==> src/rtl/hds_pkg.sv <==
package hds_pkg;
  typedef enum logic [1:0] {
    PH_IDLE  = 2'd0,
    PH_OUTER = 2'd1,
    PH_INNER = 2'd2,
    PH_SEED  = 2'd3
  } phase_t;

  typedef enum logic [1:0] {
    MD_NONE = 2'd0,
    MD_PIN  = 2'd1,
    MD_FLIP = 2'd2
  } mode_t;
endpackage

==> src/rtl/hds_counter.sv <==
module hds_counter #(
  parameter int W = 8
) (
  input  logic         clk,
  input  logic         rst_n,
  input  logic         clr,
  input  logic         inc,
  output logic [W-1:0] q
);
  always_ff @(posedge clk or negedge rst_n) begin
    if (!rst_n)   q <= '0;
    else if (clr) q <= '0;
    else if (inc) q <= q + 1'b1;
  end
endmodule

==> src/rtl/hds_min_track.sv <==
module hds_min_track #(
  parameter int CW = 12
) (
  input  logic          clk,
  input  logic          rst_n,
  input  logic          clr,
  input  logic          upd,
  input  logic [CW-1:0] sample,
  output logic [CW-1:0] min_nxt
);
  logic [CW-1:0] min_q;

  // running minimum including the sample presented this cycle
  assign min_nxt = (sample < min_q) ? sample : min_q;

  always_ff @(posedge clk or negedge rst_n) begin
    if (!rst_n)   min_q <= '1;
    else if (clr) min_q <= '1;
    else if (upd) min_q <= min_nxt;
  end

  AST_MIN_NONINC: assert property (@(posedge clk) disable iff (!rst_n)
    !clr |=> (min_q <= $past(min_q)));
endmodule

==> src/rtl/hds_seq.sv <==
module hds_seq
  import hds_pkg::*;
#(
  parameter int MAX_OUT    = 40,
  parameter int IN_ITERS   = 5,
  parameter int MAX_ROUNDS = 4,
  parameter int CW         = 12,
  localparam int TW  = $clog2(MAX_OUT * (MAX_ROUNDS + 1) + 1),
  localparam int RW  = $clog2(MAX_ROUNDS + 1),
  localparam int OW  = $clog2(MAX_OUT + 1),
  localparam int NW  = $clog2(IN_ITERS + 1)
) (
  input  logic          clk,
  input  logic          rst_n,
  input  logic          start,
  input  logic [CW-1:0] trap_thresh,
  output logic          busy,
  output logic          done,
  output logic          success,
  output logic          failed,
  output logic          out_start,
  output logic          out_halt,
  input  logic          out_it_valid,
  input  logic          out_syn_ok,
  input  logic [CW-1:0] out_unsat,
  output logic          in_start,
  input  logic          in_it_valid,
  output logic          seed_start,
  output logic [1:0]    seed_mode,
  input  logic          seed_done,
  output logic [TW-1:0] tot_iters,
  output logic [RW-1:0] rounds,
  output logic [1:0]    last_mode
);
  phase_t        ph_q;
  logic          done_q, succ_q, fail_q;
  mode_t         mode_q;
  logic [OW-1:0] run_cnt;
  logic [NW-1:0] inner_cnt;
  logic [CW-1:0] min_nxt;

  logic acc_start, rpt_out, run_last, conv, trap, round_left;
  logic go_inner, finish, rpt_in, reseed_go;

  // phase decode of incoming reports
  assign acc_start  = (ph_q == PH_IDLE) && start;
  assign rpt_out    = (ph_q == PH_OUTER) && out_it_valid;
  assign run_last   = rpt_out && (run_cnt == OW'(MAX_OUT - 1));
  assign conv       = rpt_out && out_syn_ok;
  assign trap       = min_nxt < trap_thresh;
  assign round_left = rounds < RW'(MAX_ROUNDS);
  assign go_inner   = run_last && !out_syn_ok && trap && round_left;
  assign finish     = conv || (run_last && !go_inner);
  assign rpt_in     = (ph_q == PH_INNER) && in_it_valid;
  assign reseed_go  = (ph_q == PH_SEED) && seed_done;

  // handshake pulses
  assign out_start  = acc_start || reseed_go;
  assign out_halt   = conv || run_last;
  assign in_start   = go_inner;
  assign seed_start = rpt_in && (inner_cnt == NW'(IN_ITERS - 1));
  assign seed_mode  = rounds[0] ? MD_PIN : MD_FLIP;

  assign busy      = (ph_q != PH_IDLE);
  assign done      = done_q;
  assign success   = succ_q;
  assign failed    = fail_q;
  assign last_mode = mode_q;

  hds_counter #(.W(OW)) u_run_cnt (
    .clk(clk), .rst_n(rst_n), .clr(out_start), .inc(rpt_out), .q(run_cnt)
  );

  hds_counter #(.W(NW)) u_inner_cnt (
    .clk(clk), .rst_n(rst_n), .clr(in_start), .inc(rpt_in), .q(inner_cnt)
  );

  hds_counter #(.W(TW)) u_tot_cnt (
    .clk(clk), .rst_n(rst_n), .clr(acc_start), .inc(rpt_out), .q(tot_iters)
  );

  hds_counter #(.W(RW)) u_round_cnt (
    .clk(clk), .rst_n(rst_n), .clr(acc_start), .inc(in_start), .q(rounds)
  );

  hds_min_track #(.CW(CW)) u_min (
    .clk(clk), .rst_n(rst_n), .clr(out_start), .upd(rpt_out),
    .sample(out_unsat), .min_nxt(min_nxt)
  );

  always_ff @(posedge clk or negedge rst_n) begin
    if (!rst_n) begin
      ph_q   <= PH_IDLE;
      done_q <= 1'b0;
      succ_q <= 1'b0;
      fail_q <= 1'b0;
      mode_q <= MD_NONE;
    end else begin
      done_q <= 1'b0;
      unique case (ph_q)
        PH_IDLE: if (start) begin
          ph_q   <= PH_OUTER;
          succ_q <= 1'b0;
          fail_q <= 1'b0;
          mode_q <= MD_NONE;
        end
        PH_OUTER: begin
          if (finish) begin
            ph_q   <= PH_IDLE;
            done_q <= 1'b1;
            succ_q <= conv;
            fail_q <= !conv;
          end else if (go_inner) begin
            ph_q <= PH_INNER;
          end
        end
        PH_INNER: if (seed_start) begin
          ph_q   <= PH_SEED;
          mode_q <= mode_t'(seed_mode);
        end
        PH_SEED: if (seed_done) ph_q <= PH_OUTER;
        default: ph_q <= PH_IDLE;
      endcase
    end
  end

  AST_ONE_ACTION: assert property (@(posedge clk) disable iff (!rst_n)
    $onehot0({out_start, in_start, seed_start}));
  AST_DONE_PULSE: assert property (@(posedge clk) disable iff (!rst_n)
    done |=> !done);
  AST_VERDICT_EXCL: assert property (@(posedge clk) disable iff (!rst_n)
    !(success && failed));
  AST_RUN_CAP: assert property (@(posedge clk) disable iff (!rst_n)
    run_cnt <= OW'(MAX_OUT));
  AST_ROUNDS_CAP: assert property (@(posedge clk) disable iff (!rst_n)
    rounds <= RW'(MAX_ROUNDS));
  AST_DONE_IDLE: assert property (@(posedge clk) disable iff (!rst_n)
    done |-> !busy);
endmodule

==> config.mk <==
export PLATFORM = sky130hd
export DESIGN_NAME = hds_seq
export DESIGN_NICKNAME = d
export VERILOG_FILES = /design/src/rtl/hds_pkg.sv /design/src/rtl/hds_counter.sv /design/src/rtl/hds_min_track.sv /design/src/rtl/hds_seq.sv
export SDC_FILE = /design/constraint.sdc
export NUM_CORES = 1
export LEC_CHECK = 0
export CAP_MARGIN = 20
export CORE_ASPECT_RATIO = 1.5
export CORE_UTILIZATION = 59
export CTS_CLUSTER_DIAMETER = 120
export DETAILED_ROUTE_END_ITERATION = 10
export DONT_BUFFER_PORTS = 1
export PLACE_DENSITY = 0.71
export SETUP_SLACK_MARGIN = 0.5
export SLEW_MARGIN = 20
export SYNTH_ARGS = -nofsm -noshare
export SYNTH_HDL_FRONTEND = slang
export SYNTH_SLANG_ARGS = --single-unit
==> constraint.sdc <==
create_clock -name clk -period 6 [get_ports clk]
set_input_delay 0.9 -clock clk [delete_from_list [all_inputs] [get_ports clk]]
set_output_delay 0.9 -clock clk [all_outputs]
set_load 0.05 [all_outputs]
==> results of run 1 <==
[per-stage QoR]
stage                     instance area [um^2]  hold WS [ns]
after floorplan                           2640         0.497
after global placement                    2670         0.512
after detailed placement                  2670         0.520
after CTS                                 2810         0.286
after global routing                      2810         0.279
final                                     2810         0.293
[metal layers]
| layer | vias to the layer above | GRT usage | wire, um |
|---|---|---|---|
| li1 | 1002 | - | - |
| met1 | 964 | 0.281 | 2240 |
| met2 | 42 | 0.440 | 2800 |
| met3 | 14 | 0.0589 | 217 |
| met4 | 0 | 0.0865 | 98 |
| met5 | - | 0 | 0 |
[registers in the layout, summed over array words and instances, names as in the netlist]
signal and flops:
u_inner_cnt.q 3, u_tot_cnt.q 8, u_run_cnt.q 6, done 1
u_min.min_q 12, u_round_cnt.q 3, success 1, failed 1
last_mode 2, ph_q 2
[repair_timing]
item                                    CTS  global route
gates resized for setup                   1             2
endpoints found under the setup margin    1             1
pin swaps                                 0             0
[power by group through the flow]
stage / Clock, W / Sequential [W] / Combinational [W]
finish: 0.000261 / 0.000438 / 0.000498
global route: 0.000274 / 0.000446 / 0.000568
CTS: 0.000267 / 0.000438 / 0.000497
detailed placement: 0 / 0.000443 / 0.000493
global placement: 0 / 0.000441 / 0.000485
floorplan: 0 / 0.000429 / 0.000404
[cell usage after synthesis]
cell type / instances / share of area
nor3b_1: 1 / 0.0028
and2_1: 2 / 0.0047
a21oi_1: 16 / 0.030
buf_4: 1 / 0.0028
o41ai_1: 1 / 0.0033
dfstp_2: 12 / 0.12
o221ai_1: 1 / 0.0033
a21o_1: 5 / 0.014
nor2b_1: 2 / 0.0047
a31o_2: 1 / 0.0033
nand4_1: 9 / 0.021
mux2i_1: 2 / 0.0076
o31ai_1: 1 / 0.0028
inv_1: 33 / 0.047
clkbuf_1: 5 / 0.0071
a41o_1: 1 / 0.0038
or3_1: 2 / 0.0047
nand3_1: 8 / 0.015
and3_1: 3 / 0.0071
a2111oi_0: 1 / 0.0033
nor4_2: 1 / 0.0047
a311o_2: 1 / 0.0043
xor2_1: 9 / 0.030
nand2_1: 36 / 0.051
buf_2: 2 / 0.0038
nand2b_1: 2 / 0.0047
nor3_1: 2 / 0.0038
o21a_1: 1 / 0.0028
a2111oi_4: 1 / 0.010
a221oi_1: 1 / 0.0033
nor2_1: 21 / 0.030
dfrtp_1: 27 / 0.26
o211ai_1: 12 / 0.034
mux2_2: 11 / 0.047
o21ai_0: 13 / 0.025
a311oi_1: 1 / 0.0033
ha_1: 32 / 0.15
xnor2_1: 3 / 0.010
nor4bb_1: 1 / 0.0038
buf_1: 1 / 0.0014
nand2_4: 1 / 0.0043
a211o_1: 1 / 0.0033
a211oi_1: 1 / 0.0028
[kinds of logic after synthesis]
kind of cell / Yosys count / share of synthesized area
buffers and inverters: 42 / 0.0621
AOI/OAI and AO/OA: 59 / 0.154
muxes: 13 / 0.0545
adders and majority gates: 32 / 0.152
and+or+nand+nor: 91 / 0.163
xor gates and xnor gates: 12 / 0.0398
DFF: 39 / 0.375
[worst reg2reg max path: stages (launching register included)]
cell	delay (ns)
dfstp_2	0.53
inv_1	0.05
ha_1	0.29
a21o_1	0.17
a21o_1	0.20
a2111oi_4	0.46
nand2_4	0.19
mux2_2	0.32
ha_1	0.29
a21o_1	0.16
a21o_1	0.16
a2111oi_0	0.48
o21ai_1	0.20
a311oi_1	0.46
o31ai_1	0.13
o221ai_1	0.19
[area by class of cell]
type | instances | area, um^2
Multi-Input combinational cell | 207 | 1490
Inverter | 33 | 124
Clock buffer | 6 | 72.6
Fill cell | 358 | 1430
Clock inverter | 2 | 60.1
Sequential cell | 39 | 991
Timing Repair Buffer | 2 | 15.0
Tap cell | 46 | 57.6
[worst max-delay path by stage]
stage,endpoint,from,cells after the start
3_5_place_dp,in_start,out_unsat[9],13
4_1_cts,in_start,out_unsat[9],13
5_1_grt,in_start,u_min.min_q[9]$_DFFE_PN1P_,14
2_1_floorplan,in_start,out_unsat[9],14
6_report,in_start,out_unsat[9],13
3_3_place_gp,in_start,out_unsat[9],13
==> key figures, run 1 <==
Logic synthesis
  – Seq cells post-synth: 39
  – Mapped Cells: 288
  – Post-synth cell types: 43
  – YS warnings: 0
  – Mapped Nets: 351
  – Cell area after synthesis: 0.00264 mm^2
  – Sequential element share of the synthesized area: 0.375
  – Synth Area per Inst: 9.17 um^2

Worst setup path
  – CP required: between 5 and 6 ns
  – CP Buf/Inv Count: 0
  – Startpoint types: input port
  – Worst path slowest cell: a2111oi_0
  – CP delay by family, top: compound AO/OA/AOI/OAI gates
  – CP Max Fanout: 12
  – CP most frequent cell: a21o_1
  – Worst reg-to-reg setup slack: 1.63 ns
  – Reg2Reg Depth: 15
  – Critical R2R Launch: u_min.min_q[9]$_DFFE_PN1P_
  – Crit path cell chain: ha_1 > a21o_1 > a21o_1 > a2111oi_4 > nand2_4 > mux2_2 > ha_1 > a21o_1 > a21o_1 > a2111oi_0 > o21ai_1 > a311o_2 > nand2_4
  – Crit Path Class: input port to output port
  – Slowest stage delay, CP: ~0.48 ns
  – RR Endpoint: success$_DFFE_PN0P_
  – WP data arrival: 4.42 ns
  – CP Capture Type: output port

STA
  – Final hold vios: 0
  – RSZ-0062 raised after global routing: no
  – Slew Limit Fails: 0
  – Fmax: 188 MHz
  – Crit share post-route: 0.886
  – Clock skew: 0.00991 ns
  – Min Tclk post-route: 5.32 ns
  – Final setup vio count: 0
  – Max_slew headroom: 0.325
  – Worst-Margin Slew: between 1 and 1.5 ns
  – TNS Setup: 0 ns
  – Final setup margin: 0.683 ns

Run
  – Max cap viols: 0

Power and ir drop
  – P_int: 0.000723 W
  – Clock share of power: 0.218
  – P_leak: 1.37 nW
  – Pwr Density: 425 mW/mm^2
  – Sequential share of power: 0.366
  – Overall power: about 0.0012 W
  – Switching pwr: 0.000474 W
  – Switching share of total power: 0.396
  – Comb power frac: 0.416
  – Worst VDD drop: 0.000290 V

Route
  – Initial DRC count: 49
  – WL/cell: 16.0 um
  – First-pass DRT Iterations: 4
  – Antenna Nets Post-Route: 0
  – DRC: 0
  – Vias: 2022
  – Final wirelength: 5.35 mm
  – Via density per instance: about 6.0

CTS
  – Max clock buf depth: 2
  – Hold buffers post-CTS: 0
  – Clock buffer count from CTS: 5
  – CTS tree: yes
  – Reg clk slew, reported paths: 0.08 ns
  – H-tree levels: 2
  – Clock sink count: 39
  – Worst-Skew Late Latency: 0.29 ns
  – CTS Root Cell: clkbuf_8
  – Post-CTS Setup Bufs: 0

Die
  – Core area: between 0.004 and 0.005 mm^2
  – Die Wd: about 57 um
  – Cell Rows: 29
  – Total die area: about 0.0048 mm^2
  – Io pins: 54
  – Die span in y: between 80 and 90 um
  – Initial core utilization: 0.622

Global route
  – Total gr overflow: 0
  – Vias in the first global route: ~2.2k
  – First-pass GRT wire length: between 9 and 10 mm
  – Initial antenna violation count: 0
  – Gr usage total: 0.247
  – Largest net degree at the start of global routing: 40

Cells and area
  – Antenna cells: 0
  – Layout cell share with drive strength beyond 1: 0.131
  – Commonest non-fill, non-tap cell in the layout: nand2_1
  – Final #Nets: 351
  – Commonest non-fill, non-tap cells in the layout: nand2_1, inv_1, ha_1
  – Finished Core Util: 0.663
  – Area Growth Syn to Fin: 6.54%
  – Layout Cells excl Fill: 335

Status
  – Run status: finished clean

Placement
  – Hpwl dp: 4.14 mm
  – Placer Congestion: 0.848
  – Placed cells: 327
  – Port bufs: 0
  – Place WS: 0.489 ns

Worst hold path
  – Worst Hold Class: input port to asynchronous set/reset pin
Power figures use the tool's default switching activity.
==> run 2, diff against run 1 <==
CTS_CLUSTER_SIZE = 25   (was unset)
clock period = 6.2 ns   (was 6 ns; I/O delays follow)
==> key figures, run 2 (same netlist as run 1, synthesis figures left out) <==
Cells and area
  – Area Growth Syn to Fin: 4.69%
  – Commonest non-fill, non-tap cells in the layout: nand2_1, inv_1, ha_1
  – Final #Nets: 351
  – Commonest non-fill, non-tap cell in the layout: nand2_1
  – Number of flip-flops in the largest register: 12
  – Largest registers: u_min.min_q (12), u_tot_cnt.q (8), u_run_cnt.q (6)
  – Layout cell share with drive strength beyond 1: 0.135
  – Antenna cells: 0
  – Largest register by flop count: u_min.min_q

Global route
  – First-pass GRT wire length: 9.10 mm
  – Vias in the first global route: 2016
  – Gr usage total: 0.248
  – Met3 Usage GRT: 0.0651
  – Global-route met2 utilization: 0.435
  – Met1 GRT Util: 0.283
  – Initial antenna violation count: 0
  – Largest net degree at the start of global routing: 40
  – Gr busiest metal: met2
  – Total gr overflow: 0

STA
  – Min Tclk post-route: roughly 5.5 ns
  – RSZ-0062 raised after global routing: no
  – Final setup vio count: 0
  – Max_slew headroom: 0.324
  – Worst hold slack: 0.319 ns
  – Worst-Margin Slew: between 1 and 1.5 ns
  – Slew Limit Fails: 0
  – Final hold vios: 0
  – Crit share post-route: 0.883
  – Final setup margin: 0.723 ns
  – TNS Setup: 0 ns
  – Fmax: 183 MHz
  – Clock skew: 0.00620 ns

CTS
  – Clock buffer count from CTS: 5
  – Worst-Skew Late Latency: 0.30 ns
  – Max clock buf depth: 2
  – Reg clk slew, reported paths: roughly 0.08 ns
  – Hold buffers post-CTS: 0
  – Post-CTS Setup Bufs: 0
  – Clock sink count: 39
  – CTS tree: yes
  – CTS Root Cell: clkbuf_8
  – Resized Gates After CTS: 0
  – H-tree levels: 2

Status
  – Run status: finished clean

Power and ir drop
  – P_leak: 1.35 nW
  – Pwr Density: about 390 mW/mm^2
  – Worst VDD drop: 0.000231 V

Worst hold path
  – Worst Hold Class: input port to asynchronous set/reset pin

Route
  – Initial DRC count: 63
  – Vias: 2016
  – Final wirelength: 5.38 mm
  – Antenna Nets Post-Route: 0
  – Via density per instance: 6.02
  – WL/cell: 16.0 um
  – DRC: 0
  – First-pass DRT Iterations: 4

Run
  – Max cap viols: 0

Die
  – Die span in y: 83.9 um
  – Core area: 0.00425 mm^2
  – Total die area: 0.00475 mm^2
  – Initial core utilization: 0.622
  – Io pins: between 50 and 60
  – Cell Rows: 29
  – Die Wd: 56.6 um

Placement
  – Placer Congestion: 0.849
  – Port bufs: 0
  – Hpwl dp: ~4.1 mm
  – Place WS: 0.627 ns

Worst setup path
  – Startpoint types: input port
  – CP required: 5.27 ns
  – Crit Path Class: input port to output port
  – CP Max Fanout: 12
  – Reg2Reg Depth: 15
  – WP data arrival: around 4.6 ns
  – CP Capture Type: output port
[run 2: cell types whose count changed in the layout (fill, tap and decap cells not counted), sizes merged]
| cell | change |
|---|---|
| bufinv | -2 |
| clkinvlp | +2 |
| clkbuf | -1 |
| clkinv | +1 |
[run 2: layer usage]
| layer | vias up | share of wire |
|---|---|---|
| met5 | - | 0 |
| met4 | 0 | 0.017 |
| met3 | 7 | 0.041 |
| met2 | 36 | 0.53 |
| met1 | 973 | 0.41 |
| li1 | 1000 | - |
[run 2: critical path: stages]
cell	delay, ns
ha_1	0.29
a21o_1	0.16
a21o_1	0.20
a2111oi_4	0.41
nand2_2	0.27
mux2_2	0.35
ha_1	0.29
a21o_1	0.16
a21o_1	0.16
a2111oi_0	0.45
o21ai_0	0.26
a311o_2	0.40
nand2_4	0.21
[run 2: final timing paths]
check | from | endpoint | slack, ns
max | out_unsat[9] | in_start | 0.72
min | rst_n | last_mode[0]$_DFFE_PN0P_ | 0.32
max reg2reg | u_min.min_q[9]$_DFFE_PN1P_ | ph_q[1]$_DFFE_PN0P_ | 1.74
min reg2reg | u_run_cnt.q[5]$_DFFE_PN0P_ | u_run_cnt.q[5]$_DFFE_PN0P_ | 0.54
max in group asynchronous | rst_n | u_min.min_q[1]$_DFFE_PN1P_ | 5.70
min in group clk | u_run_cnt.q[5]$_DFFE_PN0P_ | u_run_cnt.q[5]$_DFFE_PN0P_ | 0.54
[run 2: where the power goes]
group	switching, W	total, W	internal, W
sequential	0.0000831	0.000424	0.000341
combinational	0.000281	0.000476	0.000195
clock	0.0000967	0.000175	0.0000783
total	0.000461	0.00108	0.000614
[run 2: final cells by class]
type / instances / area, um^2
multi-input combinational: 207 / 1490
timing repair buffer: 2 / 15.0
fill: 366 / 1480
clock inverter: 3 / 20.0
inverter: 33 / 124
clock buffer: 5 / 68.8
sequential: 39 / 991
tap: 46 / 57.6
[run 2: stage by stage]
stage          total power (W)  instances  utilization  instance area, um^2
3_5_place_dp          0.000906        327        0.630                 2670
4_1_cts                0.00108        335        0.650                 2760
6_report               0.00108        335        0.651                 2760
5_1_grt                0.00116        335        0.651                 2760
2_1_floorplan         0.000807        288            -                 2640
3_3_place_gp          0.000896        327        0.630                 2670
==> run 3, diff against run 2 <==
ABC_AREA = 1   (was unset)
==> key figures, run 3 <==
STA
  – Final setup vio count: 0
  – Fmax: 218 MHz
  – Worst-Margin Slew: 1.01 ns
  – Min Tclk post-route: 4.59 ns
  – Final setup margin: 1.61 ns
  – Clock skew: 0.00917 ns
  – RSZ-0062 raised after global routing: no
  – Crit share post-route: 0.741
  – Final hold vios: 0
  – Slew Limit Fails: 0
  – Max_slew headroom: 0.326
  – TNS Setup: 0 ns

Worst setup path
  – Crit Path Class: input port to output port
  – CP required: about 5.3 ns
  – CP Max Fanout: 23
  – RR Endpoint: u_round_cnt.q[0]$_DFFE_PN0P_
  – Startpoint types: input port
  – Critical R2R Launch: u_min.min_q[11]$_DFFE_PN1P_
  – Worst reg-to-reg setup slack: 2.52 ns
  – Reg2Reg Depth: 20
  – WP data arrival: 3.66 ns
  – CP Capture Type: output port

Cells and area
  – Commonest non-fill, non-tap cell in the layout: inv_1
  – Area Growth Syn to Fin: 5.22%
  – Commonest non-fill, non-tap cells in the layout: inv_1, nand2_1, nor2_1
  – Largest registers: u_min.min_q (12), u_tot_cnt.q (8), u_run_cnt.q (6)
  – Number of flip-flops in the largest register: 12
  – Finished Core Util: 0.663
  – Layout cell share with drive strength beyond 1: 0.0838
  – Final #Nets: 396
  – Antenna cells: 0
  – Largest register by flop count: u_min.min_q
  – Fin area: 0.00267 mm^2

Placement
  – Hpwl dp: 3.81 mm
  – Port bufs: 0
  – Place WS: 1.55 ns
  – Placer Congestion: ~0.8
  – Placed cell area: 0.00257 mm^2

Route
  – WL/cell: 12.5 um
  – Vias: 2012
  – First-pass DRT Iterations: 4
  – Initial DRC count: 77
  – DRC: 0
  – Via density per instance: 5.31
  – Antenna Nets Post-Route: 0
  – Final wirelength: 4.75 mm

Logic synthesis
  – Post-synth EDFFs: 0
  – Synth area leader: dfrtp_1
  – Area contributors post-synth: dfrtp_1, ha_1, dfstp_2
  – Yosys top cell area share: 0.266
  – Mapped Cells: 332
  – Post-synth cell types: 28
  – FFs w/ async S/R, synth: 1.00
  – YS warnings: 0
  – Mapped Nets: between 300 and 400
  – Synth top cells by count: inv_1, nand2_1, nor2_1
  – Sequential element share of the synthesized area: 0.390
  – Cell area after synthesis: 0.00254 mm^2
  – Count leader, synth: inv_1
  – Main synth FF type: dfrtp_1
  – Seq cells post-synth: 39
  – Synth Area per Inst: between 7 and 8 um^2

Die
  – Cell Rows: 28
  – Total die area: ~0.0046 mm^2
  – Die span in y: 82.4 um
  – Core area: 0.00403 mm^2
  – Die Wd: around 56 um
  – Initial core utilization: 0.630
  – Io pins: 54

Global route
  – Largest net degree at the start of global routing: 40
  – Initial antenna violation count: 0
  – Total gr overflow: 0
  – Gr usage total: 0.222
  – First-pass GRT wire length: 7.96 mm
  – Vias in the first global route: around 2.0k

Power and ir drop
  – Overall power: 0.00117 W
  – Pwr Density: roughly 440 mW/mm^2
  – P_leak: 1.45 nW
  – Worst VDD drop: 0.000394 V

CTS
  – Clock sink count: 39
  – Post-CTS Setup Bufs: 0
  – H-tree levels: 2
  – CTS tree: yes
  – Worst-Skew Late Latency: just under 0.3 ns
  – Hold buffers post-CTS: 0
  – Resized Gates After CTS: 0
  – Clock buffer count from CTS: 5
  – Reg clk slew, reported paths: ~0.08 ns
  – CTS Root Cell: clkbuf_8
  – Max clock buf depth: 2

Run
  – Max cap viols: 0

Worst hold path
  – Worst Hold Class: input port to asynchronous set/reset pin

Status
  – Run status: finished clean
-- run 3: cell types whose count changed after synthesis, moves of 12 or more --
cell / previous run / this run
nor2_1: 21 / 39
inv_1: 33 / 64
o211ai_1: 12 / 0
a21oi_1: 16 / 28
nand2_1: 36 / 61
-- run 3: worst max path at each step --
| stage | startpoint | to | slack (ns) | cells past startpoint |
|---|---|---|---|---|
| 3_5_place_dp | out_unsat[11] | in_start | 1.55 | 17 |
| 4_1_cts | out_unsat[11] | in_start | 1.56 | 17 |
| 6_report | out_unsat[11] | in_start | 1.61 | 17 |
| 3_3_place_gp | out_unsat[11] | in_start | 1.72 | 17 |
| 5_1_grt | out_unsat[11] | in_start | 1.11 | 17 |
| 2_1_floorplan | out_unsat[11] | in_start | 1.84 | 17 |
-- run 3: critical path, cell delays in order --
cell       delay [ns]
ha_1             0.27
nand2_1          0.08
nor2_2           0.12
nand2_1          0.07
nor2_1           0.10
nand2_1          0.09
nand2_2          0.29
nor2_1           0.07
a21oi_1          0.18
ha_1             0.27
a21oi_1          0.15
nor2_1           0.05
a2111oi_0        0.26
o21ai_0          0.14
nor3_1           0.20
nand2_2          0.11
inv_2            0.28
-- run 3: cells by family after synthesis --
logic type | synth area share
buffers and inverters | 0.107
xor gates and xnor gates | 0.00345
and+or+nand+nor | 0.206
AOI/OAI and AO/OA | 0.135
DFF | 0.390
adders and majority gates | 0.158
-- run 3: final cells by class --
type	count	area, um^2
clock buffers	7	96.3
well taps	45	56.3
clock inverters	1	7.51
inverters	65	244
flip-flops and latches	39	991
fillers	360	1360
multi-input cells	222	1280
-- run 3: power breakdown --
part | switching (W) | internal, W
logic | 0.000325 | 0.000172
clock network | 0.0000889 | 0.000101
registers | 0.000122 | 0.000357
total | 0.000536 | 0.000630
-- run 3: through the flow --
stage / instances / hold WS [ns]
5_1_grt: 379 / 0.307
2_1_floorplan: 332 / 0.439
4_1_cts: 379 / 0.312
6_report: 379 / 0.325
3_5_place_dp: 371 / 0.460
3_3_place_gp: 371 / 0.459
-- run 3: per-layer routing --
metal  track usage  wire, um  vias up
met3        0.0483       246        4
met4        0.0975        70        0
met5             0         0        -
met2         0.419      2440       52
met1         0.237      1990      891
li1              -         -     1065
